$ cat src/rtl/tunnel_bw_seq_pkg.sv
package tunnel_bw_seq_pkg;

    typedef enum logic [1:0] {
        ST_OK      = 2'd0,
        ST_INVALID = 2'd1,
        ST_BUSERR  = 2'd2,
        ST_TIMEOUT = 2'd3
    } status_e;

    localparam logic [1:0] OP_QUERY   = 2'd0;
    localparam logic [1:0] OP_ALLOC   = 2'd1;
    localparam logic [1:0] OP_RELEASE = 2'd2;

    typedef enum logic [3:0] {
        S_IDLE,
        S_SET_RD,
        S_SET_WR,
        S_POLL,
        S_WAIT,
        S_SCALE_RD,
        S_BODY_RD,
        S_BODY_WR,
        S_CLR_RD,
        S_CLR_WR,
        S_FINISH
    } state_e;

endpackage

$ cat src/rtl/tunnel_bw_timer.sv
module tunnel_bw_timer #(
    parameter longint GAP_CYC = 5000,
    parameter longint TMO_CYC = 150000000
) (
    input  logic clk,
    input  logic rst_n,
    input  logic gap_clr,
    input  logic tmo_clr,
    output logic gap_done,
    output logic tmo_expired
);
    localparam int GW = $clog2(GAP_CYC + 1);
    localparam int TW = $clog2(TMO_CYC + 1);
    localparam logic [GW-1:0] GAP_END = GW'(GAP_CYC);
    localparam logic [TW-1:0] TMO_END = TW'(TMO_CYC);

    logic [GW-1:0] gap_q;
    logic [TW-1:0] tmo_q;

    always_ff @(posedge clk) begin
        if (!rst_n) begin
            gap_q <= '0;
            tmo_q <= '0;
        end else begin
            if (gap_clr)
                gap_q <= '0;
            else if (gap_q != GAP_END)
                gap_q <= gap_q + 1'b1;
            if (tmo_clr)
                tmo_q <= '0;
            else if (tmo_q != TMO_END)
                tmo_q <= tmo_q + 1'b1;
        end
    end

    assign gap_done    = (gap_q == GAP_END);
    assign tmo_expired = (tmo_q == TMO_END);

endmodule

$ cat src/rtl/tunnel_bw_grant.sv
module tunnel_bw_grant #(
    parameter int BW_W       = 12,
    parameter int SCALE_W    = 6,
    parameter int UNIT_LOG2  = 9,
    parameter int FLOOR_MBPS = 1000
) (
    input  logic                   is_release,
    input  logic [SCALE_W-1:0]     scale,
    input  logic [1:0][BW_W-1:0]   want,
    input  logic [1:0][BW_W-1:0]   used,
    output logic [1:0][BW_W-1:0]   grant
);
    localparam int          NDIR     = 2;
    localparam logic [63:0] FLOOR_UF = 64'(FLOOR_MBPS) * 64'd125;
    localparam logic [63:0] MAX_BW   = (64'd1 << BW_W) - 64'd1;

    int unsigned    sh;
    logic [63:0]    quo;
    logic [BW_W-1:0] floor_bw;

    always_comb begin
        sh = 32'(UNIT_LOG2) + 32'(scale);
        if (FLOOR_UF == 64'd0)
            quo = 64'd0;
        else if (sh >= 32'd63)
            quo = 64'd1;
        else
            quo = (FLOOR_UF + (64'd1 << sh) - 64'd1) >> sh;
        floor_bw = (quo > MAX_BW) ? '1 : quo[BW_W-1:0];
    end

    for (genvar g = 0; g < NDIR; g++) begin : g_dir
        logic [BW_W-1:0] cand;
        assign cand     = is_release ? floor_bw : want[g];
        assign grant[g] = (cand > used[g]) ? cand : used[g];
    end

endmodule

$ cat src/rtl/tunnel_bw_seq.sv
module tunnel_bw_seq
    import tunnel_bw_seq_pkg::*;
#(
    parameter int ADDR_W     = 16,
    parameter int DATA_W     = 32,
    parameter int ROUTE_W    = 8,
    parameter int BW_W       = 12,
    parameter int SCALE_W    = 6,
    parameter int UNIT_LOG2  = 9,
    parameter int FLOOR_MBPS = 1000,
    parameter int CLK_HZ     = 100000000,
    parameter int POLL_US    = 50,
    parameter int TIMEOUT_MS = 1500,
    parameter int OFS_CONS   = 1,
    parameter int OFS_ALLOC  = 2,
    parameter int OFS_SCALE  = 3
) (
    input  logic               clk,
    input  logic               rst_n,
    input  logic               cmd_valid,
    input  logic [1:0]         cmd_op,
    input  logic               cmd_usb3_down,
    input  logic [ROUTE_W-1:0] cmd_route,
    input  logic [ADDR_W-1:0]  cmd_base,
    input  logic [BW_W-1:0]    cmd_up,
    input  logic [BW_W-1:0]    cmd_dn,
    output logic               busy,
    output logic               done,
    output logic [1:0]         status,
    output logic [BW_W-1:0]    res_up,
    output logic [BW_W-1:0]    res_dn,
    output logic [SCALE_W-1:0] res_scale,
    output logic               bus_req,
    output logic               bus_we,
    output logic [ADDR_W-1:0]  bus_addr,
    output logic [DATA_W-1:0]  bus_wdata,
    input  logic               bus_ack,
    input  logic               bus_err,
    input  logic [DATA_W-1:0]  bus_rdata
);
    localparam int     REQ_BIT = DATA_W - 1;
    localparam int     FLD_W   = 2 * BW_W;
    localparam longint GAP_RAW = (longint'(CLK_HZ) * longint'(POLL_US)) / 64'sd1000000;
    localparam longint TMO_RAW = (longint'(CLK_HZ) * longint'(TIMEOUT_MS)) / 64'sd1000;
    localparam longint GAP_CYC = (GAP_RAW < 1) ? 1 : GAP_RAW;
    localparam longint TMO_CYC = (TMO_RAW < 1) ? 1 : TMO_RAW;

    state_e                 state_q, state_d;
    status_e                err_q, err_evt, status_q;
    logic [1:0]             op_q;
    logic [ADDR_W-1:0]      base_q;
    logic [1:0][BW_W-1:0]   req_q, cons_q, grant, res_q;
    logic [SCALE_W-1:0]     scale_q;
    logic [DATA_W-1:0]      word_q;
    logic                   clearing_q, done_q;
    logic                   cmd_ok, acc_ok, acc_bad;
    logic                   gap_clr, tmo_clr, gap_done, tmo_expired;
    logic                   in_body_wr, in_clr_wr;

    assign cmd_ok  = cmd_usb3_down && (cmd_route == '0) && (cmd_op != 2'd3);
    assign acc_ok  = bus_ack && !bus_err;
    assign acc_bad = bus_ack && bus_err;

    tunnel_bw_timer #(.GAP_CYC(GAP_CYC), .TMO_CYC(TMO_CYC)) u_timer (
        .clk(clk), .rst_n(rst_n), .gap_clr(gap_clr), .tmo_clr(tmo_clr),
        .gap_done(gap_done), .tmo_expired(tmo_expired)
    );

    tunnel_bw_grant #(.BW_W(BW_W), .SCALE_W(SCALE_W), .UNIT_LOG2(UNIT_LOG2),
                      .FLOOR_MBPS(FLOOR_MBPS)) u_grant (
        .is_release(op_q == OP_RELEASE), .scale(scale_q),
        .want(req_q), .used(cons_q), .grant(grant)
    );

    // next state and error events
    always_comb begin
        state_d = state_q;
        err_evt = ST_OK;
        gap_clr = 1'b0;
        tmo_clr = 1'b0;
        unique case (state_q)
            S_IDLE:
                if (cmd_valid) state_d = cmd_ok ? S_SET_RD : S_FINISH;
            S_SET_RD:
                if (bus_ack) state_d = bus_err ? S_FINISH : S_SET_WR;
            S_SET_WR, S_CLR_WR:
                if (bus_ack) begin
                    if (bus_err) state_d = S_FINISH;
                    else begin
                        state_d = S_POLL;
                        tmo_clr = 1'b1;
                    end
                end
            S_POLL:
                if (bus_ack) begin
                    if (bus_err)
                        state_d = S_FINISH;
                    else if (bus_rdata[REQ_BIT] == !clearing_q)
                        state_d = clearing_q ? S_FINISH : S_SCALE_RD;
                    else if (tmo_expired) begin
                        state_d = S_FINISH;
                        err_evt = ST_TIMEOUT;
                    end else begin
                        state_d = S_WAIT;
                        gap_clr = 1'b1;
                    end
                end
            S_WAIT:
                if (gap_done) state_d = S_POLL;
            S_SCALE_RD:
                if (bus_ack) state_d = bus_err ? S_CLR_RD : S_BODY_RD;
            S_BODY_RD:
                if (bus_ack) state_d = (bus_err || op_q == OP_QUERY) ? S_CLR_RD : S_BODY_WR;
            S_BODY_WR:
                if (bus_ack) state_d = S_CLR_RD;
            S_CLR_RD:
                if (bus_ack) state_d = bus_err ? S_FINISH : S_CLR_WR;
            S_FINISH:
                state_d = S_IDLE;
            default:
                state_d = S_IDLE;
        endcase
        if (acc_bad && state_q != S_IDLE && state_q != S_WAIT && state_q != S_FINISH)
            err_evt = ST_BUSERR;
    end

    // state register
    always_ff @(posedge clk) begin
        if (!rst_n) state_q <= S_IDLE;
        else        state_q <= state_d;
    end

    // datapath captures
    always_ff @(posedge clk) begin
        if (!rst_n) begin
            err_q      <= ST_OK;
            status_q   <= ST_OK;
            op_q       <= OP_QUERY;
            base_q     <= '0;
            req_q      <= '0;
            cons_q     <= '0;
            res_q      <= '0;
            scale_q    <= '0;
            word_q     <= '0;
            clearing_q <= 1'b0;
            done_q     <= 1'b0;
        end else begin
            done_q <= (state_q == S_FINISH);
            if (state_q == S_FINISH) status_q <= err_q;
            if (state_q == S_IDLE && cmd_valid) begin
                err_q      <= cmd_ok ? ST_OK : ST_INVALID;
                op_q       <= cmd_op;
                base_q     <= cmd_base;
                req_q      <= {cmd_dn, cmd_up};
                clearing_q <= 1'b0;
            end else if (err_evt != ST_OK && err_q == ST_OK) begin
                err_q <= err_evt;
            end
            if (state_d == S_CLR_RD) clearing_q <= 1'b1;
            if (acc_ok) begin
                unique case (state_q)
                    S_SET_RD, S_CLR_RD:
                        word_q <= bus_rdata;
                    S_POLL:
                        if (!clearing_q && bus_rdata[REQ_BIT])
                            cons_q <= {bus_rdata[FLD_W-1:BW_W], bus_rdata[BW_W-1:0]};
                    S_SCALE_RD:
                        scale_q <= bus_rdata[SCALE_W-1:0];
                    S_BODY_RD: begin
                        word_q <= bus_rdata;
                        if (op_q == OP_QUERY)
                            res_q <= {bus_rdata[FLD_W-1:BW_W], bus_rdata[BW_W-1:0]};
                    end
                    S_BODY_WR:
                        res_q <= grant;
                    default: ;
                endcase
            end
        end
    end

    // outputs
    always_comb begin
        bus_req   = 1'b0;
        bus_we    = 1'b0;
        bus_addr  = base_q + ADDR_W'(OFS_ALLOC);
        bus_wdata = '0;
        unique case (state_q)
            S_SET_RD, S_BODY_RD, S_CLR_RD:
                bus_req = 1'b1;
            S_SET_WR: begin
                bus_req   = 1'b1;
                bus_we    = 1'b1;
                bus_wdata = word_q | (DATA_W'(1) << REQ_BIT);
            end
            S_BODY_WR: begin
                bus_req   = 1'b1;
                bus_we    = 1'b1;
                bus_wdata = {1'b1, word_q[DATA_W-2:FLD_W], grant[1], grant[0]};
            end
            S_CLR_WR: begin
                bus_req   = 1'b1;
                bus_we    = 1'b1;
                bus_wdata = word_q & ~(DATA_W'(1) << REQ_BIT);
            end
            S_POLL: begin
                bus_req  = 1'b1;
                bus_addr = base_q + ADDR_W'(OFS_CONS);
            end
            S_SCALE_RD: begin
                bus_req  = 1'b1;
                bus_addr = base_q + ADDR_W'(OFS_SCALE);
            end
            default: ;
        endcase
    end

    assign busy       = (state_q != S_IDLE);
    assign done       = done_q;
    assign status     = status_q;
    assign res_up     = res_q[0];
    assign res_dn     = res_q[1];
    assign res_scale  = scale_q;
    assign in_body_wr = (state_q == S_BODY_WR);
    assign in_clr_wr  = (state_q == S_CLR_WR);

endmodule

$ cat config.mk
export PLATFORM = sky130hd
export DESIGN_NAME = tunnel_bw_seq
export DESIGN_NICKNAME = d
export VERILOG_FILES = /design/src/rtl/tunnel_bw_seq_pkg.sv /design/src/rtl/tunnel_bw_timer.sv /design/src/rtl/tunnel_bw_grant.sv /design/src/rtl/tunnel_bw_seq.sv
export SDC_FILE = /design/constraint.sdc
export NUM_CORES = 1
export LEC_CHECK = 0
export ABC_CLOCK_PERIOD_IN_PS = 10700
export BUFFER_PORTS_ARGS = -buffer_cell sky130_fd_sc_hd__buf_2
export CORE_MARGIN = 2
export CORE_UTILIZATION = 50
export DETAILED_ROUTE_END_ITERATION = 7
export PLACE_DENSITY = 0.71
export SLEW_MARGIN = 25
export SYNTH_ARGS = -nofsm -noshare
export SYNTH_HDL_FRONTEND = slang
export SYNTH_SLANG_ARGS = --single-unit
$ cat constraint.sdc
create_clock -name clk -period 10.7 [get_ports clk]
set_clock_uncertainty 0.05 [all_clocks]
set_input_delay 1.605 -clock clk [delete_from_list [all_inputs] [get_ports clk]]
set_output_delay 1.605 -clock clk [all_outputs]
set_load 0.02 [all_outputs]
==> flow_summary.yaml, run 1 <==
die:
  die_x_um: 139
  core_um2: 18000
  chipHeight_um: 139
  boundaryPins: 172
  start_util_pct: 50.8
  die_area_um2: 19400
  std_cell_rows: 49
pwr:
  power_density_nw_per_um2: 151
  p_clk_share_pct: 36.6
  p_seq_share_pct: 45.0
  p_comb_share_pct: 18.4
  swShare_pct: 29.8
  power_mw: 1.61
  intPower_mw: 1.13
  p_switching_mw: 0.479
  power_leakage_nw: 4.68
  peakVddDrop_v: 0.000114
run:
  cap_violations: 0
layout:
  fin_area_um2: 10700
  drive_gt1_share_pct: 17.6
  final_common_cell: "nand2_1"
  area_delta_synth_final_pct: 16.8
  num-nets-final: 1392
  mostFrequentLayoutCells: "nand2_1 (253), dfxtp_1 (178), buf_2 (170)"
  antenna_cells: 0
  nFillCells: 1670
synthesis:
  ys.flop_type: "dfxtp_1"
  netlist_area_um2: 9130
  syn_area_per_cell_um2: 8.03
  yosysWarningCount: 0
  synth_cell_types: 56
  ys_ff_latch: 178
  yosysSeqAreaShare_pct: 39.0
  ys_async_sr_fraction_pct: 0
  netlist_instances: 1137
  syn-num-nets: 1258
  synth_edf_count: 0
setup_path:
  worstPathRequired_ns: 9.05
  crit_arrival_ns: 5.09
  regToRegSetupSlack_ns: 6.02
  cp-startpoint: "op_q[0]$_SDFFE_PN0P_"
  path_max_fanout: 24
  r2r_start: "op_q[0]$_SDFFE_PN0P_"
  crit_type: "flip-flop to output port"
  critPathCaptureType: "output port"
  cp-start-kind: "flip-flop"
sta:
  rsz0062_at_grt: "false"
  slew_headroom_pct: 34.5
  maxSlewViolCount: 0
  hold_viol: 0
  fin_setup_tns_ns: 0
  fin_crit_sh_pct: 63.0
  fmax_mhz: 148
  setup_violations: 0
  tightest_slew_ns: 0.983
  min_period_ns: 6.74
routing:
  drtIter0Drc: 544
  wl_per_cell_um: 15.6
  drc_errors: 0
  drt_wl_total_um: 23700
  first_pass_iters: 5
  postRouteAntennaNets: 0
  vias: 8147
  vias_per_cell: 5.38
global_route:
  grt_max_degree: 76
  grt.total_usage_pct: 24.6
  grt_pass1_wl_um: 39100
  grt.overflow.total: 0
  grt_pass1_vias: 7709
  antenna_found_initial: 1
min_path:
  hold_class: "flip-flop to flip-flop"
  worstHoldStart: "req_q[21]$_SDFFE_PN0P_"
clocking:
  clockBufferDepth: 2
  worstSkewPairLatency_ns: 0.43
  cts_resized: 0
  clkTransAtPathRegs_ns: 0.06
  post_cts_buffers: 0
  htree_levels: 4
  root_buffer: "clkbuf_16"
  hold_buffers: 0
  numCtsBuffers: 17
  cts_tree: "built"
  cts.sinks: 178
run_status:
  status: "completed"
place:
  place_congestion: 0.871
  dpl_cell_area_um2: 10100
  hpwl_um: 16500
  port_buffers: 171
## cell usage after synthesis (all sizes together), types with 21 or more instances
cell	number	area, um2
nor2b	51	319
xor2	23	201
nor2	72	270
nand2	254	953
dfxtp	178	3560
o21ai	36	180
mux2i	43	430
a21oi	23	115
nand3	35	175
xnor2	30	263
a31oi	26	163
a21boi	72	541
inv	42	158
ha	32	400
and2	21	131
clkbuf	55	206
## layout make-up
type                            count  area [um2]  share of cell area, %
Clock inverter                     10        73.8                  0.693
Sequential cell                   178        3560                   33.4
Timing Repair Buffer              178         911                   8.55
Clock buffer                       22         484                   4.54
Inverter                           43         161                   1.51
Tap cell                          229         287                   2.69
Multi-Input combinational cell    853        5180                   48.6
## power by group through the flow
stage | sequential (mW) | clock (mW) | combinational [mW]
after global routing | 0.728 | 0.630 | 0.332
after CTS | 0.723 | 0.601 | 0.292
after floorplan | 0.725 | 0 | 0.211
final | 0.724 | 0.588 | 0.296
after global placement | 0.737 | 0 | 0.287
after detailed placement | 0.738 | 0 | 0.289
## metal layers
metal / share of wire (%) / track usage, % / wire, um / up-vias
li1: - / - / - / 4129
met1: 47 / 33.3 / 11100 / 3759
met2: 46 / 39.5 / 10800 / 217
met3: 5.5 / 4.59 / 1290 / 40
met4: 2.0 / 8.67 / 478 / 2
met5: 0.047 / 0 / 11 / -
## cells by family after synthesis
kind of cell	Yosys count	synth area share [%]
fa+ha+maj	33	4.61
mux	45	4.96
buf+inv	106	4.48
compound gates	213	15.9
simple gates	509	26.0
xor+xnor	53	5.09
flops	178	39.0
## worst max-delay path, cell delays in order (launching register included)
cell and delay, ns:
dfxtp_1 0.34, nand2b_1 0.54, or4_1 0.81, a211oi_1 0.45, a21o_1 0.17, ha_1 0.25, and2_1 0.17, o21ai_0 0.07
nand2_1 0.08, a2111o_1 0.46, a21oi_1 0.80, a22oi_1 0.24, nand2_1 0.13, buf_2 0.17
## state kept, by name, summed over array words and instances (netlist names)
name,cells
word_q,31
op_q,2
u_timer.gap_q,13
done,1
res_dn,12
res_up,12
status,2
cons_q,24
base_q,16
u_timer.tmo_q,28
clearing_q,1
req_q,24
err_q,2
res_scale,6
state_q,4
## final timing paths
path | end | cells after the start
worst max register to register | res_up[11]$_SDFFE_PN0P_ | 12
worst max-delay path | bus_wdata[2] | 13
worst min-delay path | req_q[21]$_SDFFE_PN0P_ | 2
worst min register to register | req_q[21]$_SDFFE_PN0P_ | 2
## through the flow
stage	cells	hold slack, ns	util, %	setup WS (ns)
floorplan	1137	0.389	-	5.89
global placement	1480	0.404	56.1	4.37
detailed placement	1480	0.407	56.2	4.36
CTS	1512	0.416	59.3	3.85
global route	1513	0.440	59.3	3.61
finish	1513	0.412	59.3	3.96
(Power assumes the default switching activity.)
==> run 2, diff against run 1 <==
ABC_AREA = 1   (was unset)
ABC_CLOCK_PERIOD_IN_PS = 6100   (was 10700)
PLACE_DENSITY = 0.74   (was 0.71)
clock period = 6.1 ns   (was 10.7 ns; I/O delays follow)
==> flow_summary.yaml, run 2 <==
synthesis:
  ys_ff_latch: 178
  synth_edf_count: 0
  netlist_area_um2: 9350
  netlist_top_cells_count: "nand2_1 (185), a21oi_1 (183), dfxtp_1 (178), nor2_1 (170), o21ai_0 (149)"
  yosysSeqAreaShare_pct: 38.1
  post-synth-top-area-cell: "dfxtp_1"
  synth_xor_area_share_pct: 1.87
  ys_async_sr_fraction_pct: 0
  synth_cell_types: 40
  synth_top_family_by_area: "simple AND/OR/NAND/NOR gates"
  synth.mux.area_fraction_pct: 0
  synthMostInstantiatedCell: "nand2_1"
  netlist_instances: 1349
  syn-num-nets: 1470
  yosysWarningCount: 0
  synthTopCellsByArea: "dfxtp_1 (38%), a21oi_1 (9.8%), o21ai_0 (8.0%), nand2_1 (7.4%), nor2_1 (6.8%)"
  ys.flop_type: "dfxtp_1"
  synth-simple-area-share_pct: 26.3
  synth-compound-area-share_pct: 20.4
  synth-adder-area-share_pct: 4.50
  syn_area_per_cell_um2: 6.93
  synth_top_area_share_pct: 38.1
setup_path:
  cp_slowest_stage_delay_ns: 0.53
  cp_num_buf_inv: 5
  path_common_cell: "nand2_1"
  cp-start-kind: "flip-flop"
  crit_type: "flip-flop to output port"
  crit_arrival_ns: 4.16
  path_max_fanout: 21
  cp_top_family: "simple AND/OR/NAND/NOR gates"
  worstPathRequired_ns: 5.13
  crit_path_top_delay_cell: "dfxtp_1"
  regToRegSetupSlack_ns: 2.35
  critPathCaptureType: "output port"
  path_cells: "inv_2, nor2_1, nand2_1, nor2_1, inv_1, nand3_1, nand3_1, nand3_1, nand2_1, nand2_1, nand2_1, o21ai_1, inv_1, ha_1, inv_1, nor2_1, nor2_1, o21ai_1, nand3_1, o2111ai_1, nand2_1, o21ai_0, nand2_1, buf_2"
routing:
  first_pass_iters: 5
  drt_wl_total_um: 25800
  vias: 9360
  wl_per_cell_um: 14.9
  vias_per_cell: 5.41
  drtIter0Drc: 718
  drc_errors: 0
  postRouteAntennaNets: 0
clocking:
  clkTransAtPathRegs_ns: 0.06
  worstSkewPairLatency_ns: 0.44
  cts_resized: 0
  hold_buffers: 0
  htree_levels: 4
  post_cts_buffers: 0
  cts_tree: "built"
  clockBufferDepth: 2
  numCtsBuffers: 17
  cts.sinks: 178
  root_buffer: "clkbuf_16"
pwr:
  power_leakage_nw: 4.86
  power_density_nw_per_um2: 299
  power_mw: 3.26
  peakVddDrop_v: 0.000259
min_path:
  hold_class: "flip-flop to flip-flop"
die:
  start_util_pct: 50.5
  std_cell_rows: 50
  boundaryPins: 172
  die_x_um: 141
  core_um2: 18500
  die_area_um2: 19800
  chipHeight_um: 141
layout:
  final_common_cell: "nand2_1"
  area_delta_synth_final_pct: 17.0
  regMostFlops: "word_q"
  ff_latch_area_um2: 3560
  multi_input_area_um2: 4970
  nFillCells: 1813
  num-nets-final: 1602
  reg_top3: "word_q (31), u_timer.tmo_q (28)"
  mostFrequentLayoutCells: "nand2_1 (184), a21oi_1 (182), dfxtp_1 (178)"
  largest_reg_flops: 31
  drive_gt1_share_pct: 17.4
sta:
  fin_crit_sh_pct: 84.0
  min_period_ns: 5.12
  tightest_slew_ns: 1.01
  slew_headroom_pct: 32.2
  fin_setup_tns_ns: 0
  setup_violations: 0
  fmax_mhz: 195
  rsz0062_at_grt: "false"
  maxSlewViolCount: 0
  hold_viol: 0
global_route:
  grt.overflow.total: 0
  grt_max_degree: 122
  antenna_found_initial: 1
  grt_pass1_vias: 8510
  grt_pass1_wl_um: 41300
  grt.total_usage_pct: 25.7
run_status:
  status: "completed"
run:
  cap_violations: 0
place:
  port_buffers: 171
  place_congestion: 0.923
  hpwl_um: 18600
-- run 2: changes by cell type in the layout (fill, tap and decap cells not counted), moves of 43 or more --
cell	change
nor2b_1	-51
nor2_1	+97
o21ai_0	+113
mux2i_1	-43
nand2_1	-69
inv_1	+97
a21boi_0	-72
a21oi_1	+161
-- run 2: layer usage --
layer / global-route usage (%) / wire length [um] / up-vias
met5: 0 / 0 / -
met1: 32.5 / 11100 / 4287
li1: - / - / 4753
met3: 5.54 / 1480 / 52
met4: 10.3 / 809 / 0
met2: 42.9 / 12400 / 268
-- run 2: cell families (layout without fill, tap and decap cells) --
| family | Yosys count | in the layout |
|---|---|---|
| adders and majority gates | 33 | 33 |
| and+or+nand+nor | 528 | 528 |
| other | 0 | 2 |
| DFF | 178 | 178 |
| buffers and inverters | 218 | 362 |
| AOI/OAI and AO/OA | 372 | 372 |
| xor gates and xnor gates | 20 | 20 |
-- run 2: power breakdown --
part | total, mW | switching [mW] | leakage, nW | internal (mW)
logic | 0.810 | 0.563 | 3.10 | 0.247
registers | 1.30 | 0.0463 | 1.45 | 1.25
clock network | 1.16 | 0.454 | 0.307 | 0.703
-- run 2: final timing paths --
check,start,endpoint,cells past startpoint
setup / recovery,res_scale[1]$_SDFFE_PN0P_,bus_wdata[6],24
hold / removal,req_q[5]$_SDFFE_PN0P_,req_q[5]$_SDFFE_PN0P_,2
setup reg to reg,res_scale[1]$_SDFFE_PN0P_,res_up[10]$_SDFFE_PN0P_,23
hold reg to reg,req_q[5]$_SDFFE_PN0P_,req_q[5]$_SDFFE_PN0P_,2
-- run 2: stage by stage --
stage	util, %	hold slack, ns	area (um2)	std cells	setup slack [ns]
after floorplan	-	0.375	9350	1349	2.13
after global placement	55.6	0.387	10300	1696	1.53
after detailed placement	55.6	0.396	10300	1696	1.51
after CTS	59.0	0.407	10900	1727	1.02
after global routing	59.0	0.421	10900	1728	0.579
final	59.0	0.402	10900	1729	0.978
-- run 2: cell type report --
type | instances | share of cell area (%)
flip-flops and latches | 178 | 32.6
well taps | 234 | 2.68
multi-input cells | 953 | 45.5
diodes | 2 | 0.0458
clock inverters | 10 | 1.44
repair buffers | 177 | 8.27
inverters | 154 | 5.29
clock buffers | 21 | 4.21
-- run 2: worst min-delay path: cells and delay by family (launching register included) --
family          cells  cell delay [ns]
buf+inv             1             0.06
flops               1             0.30
compound gates      1             0.05
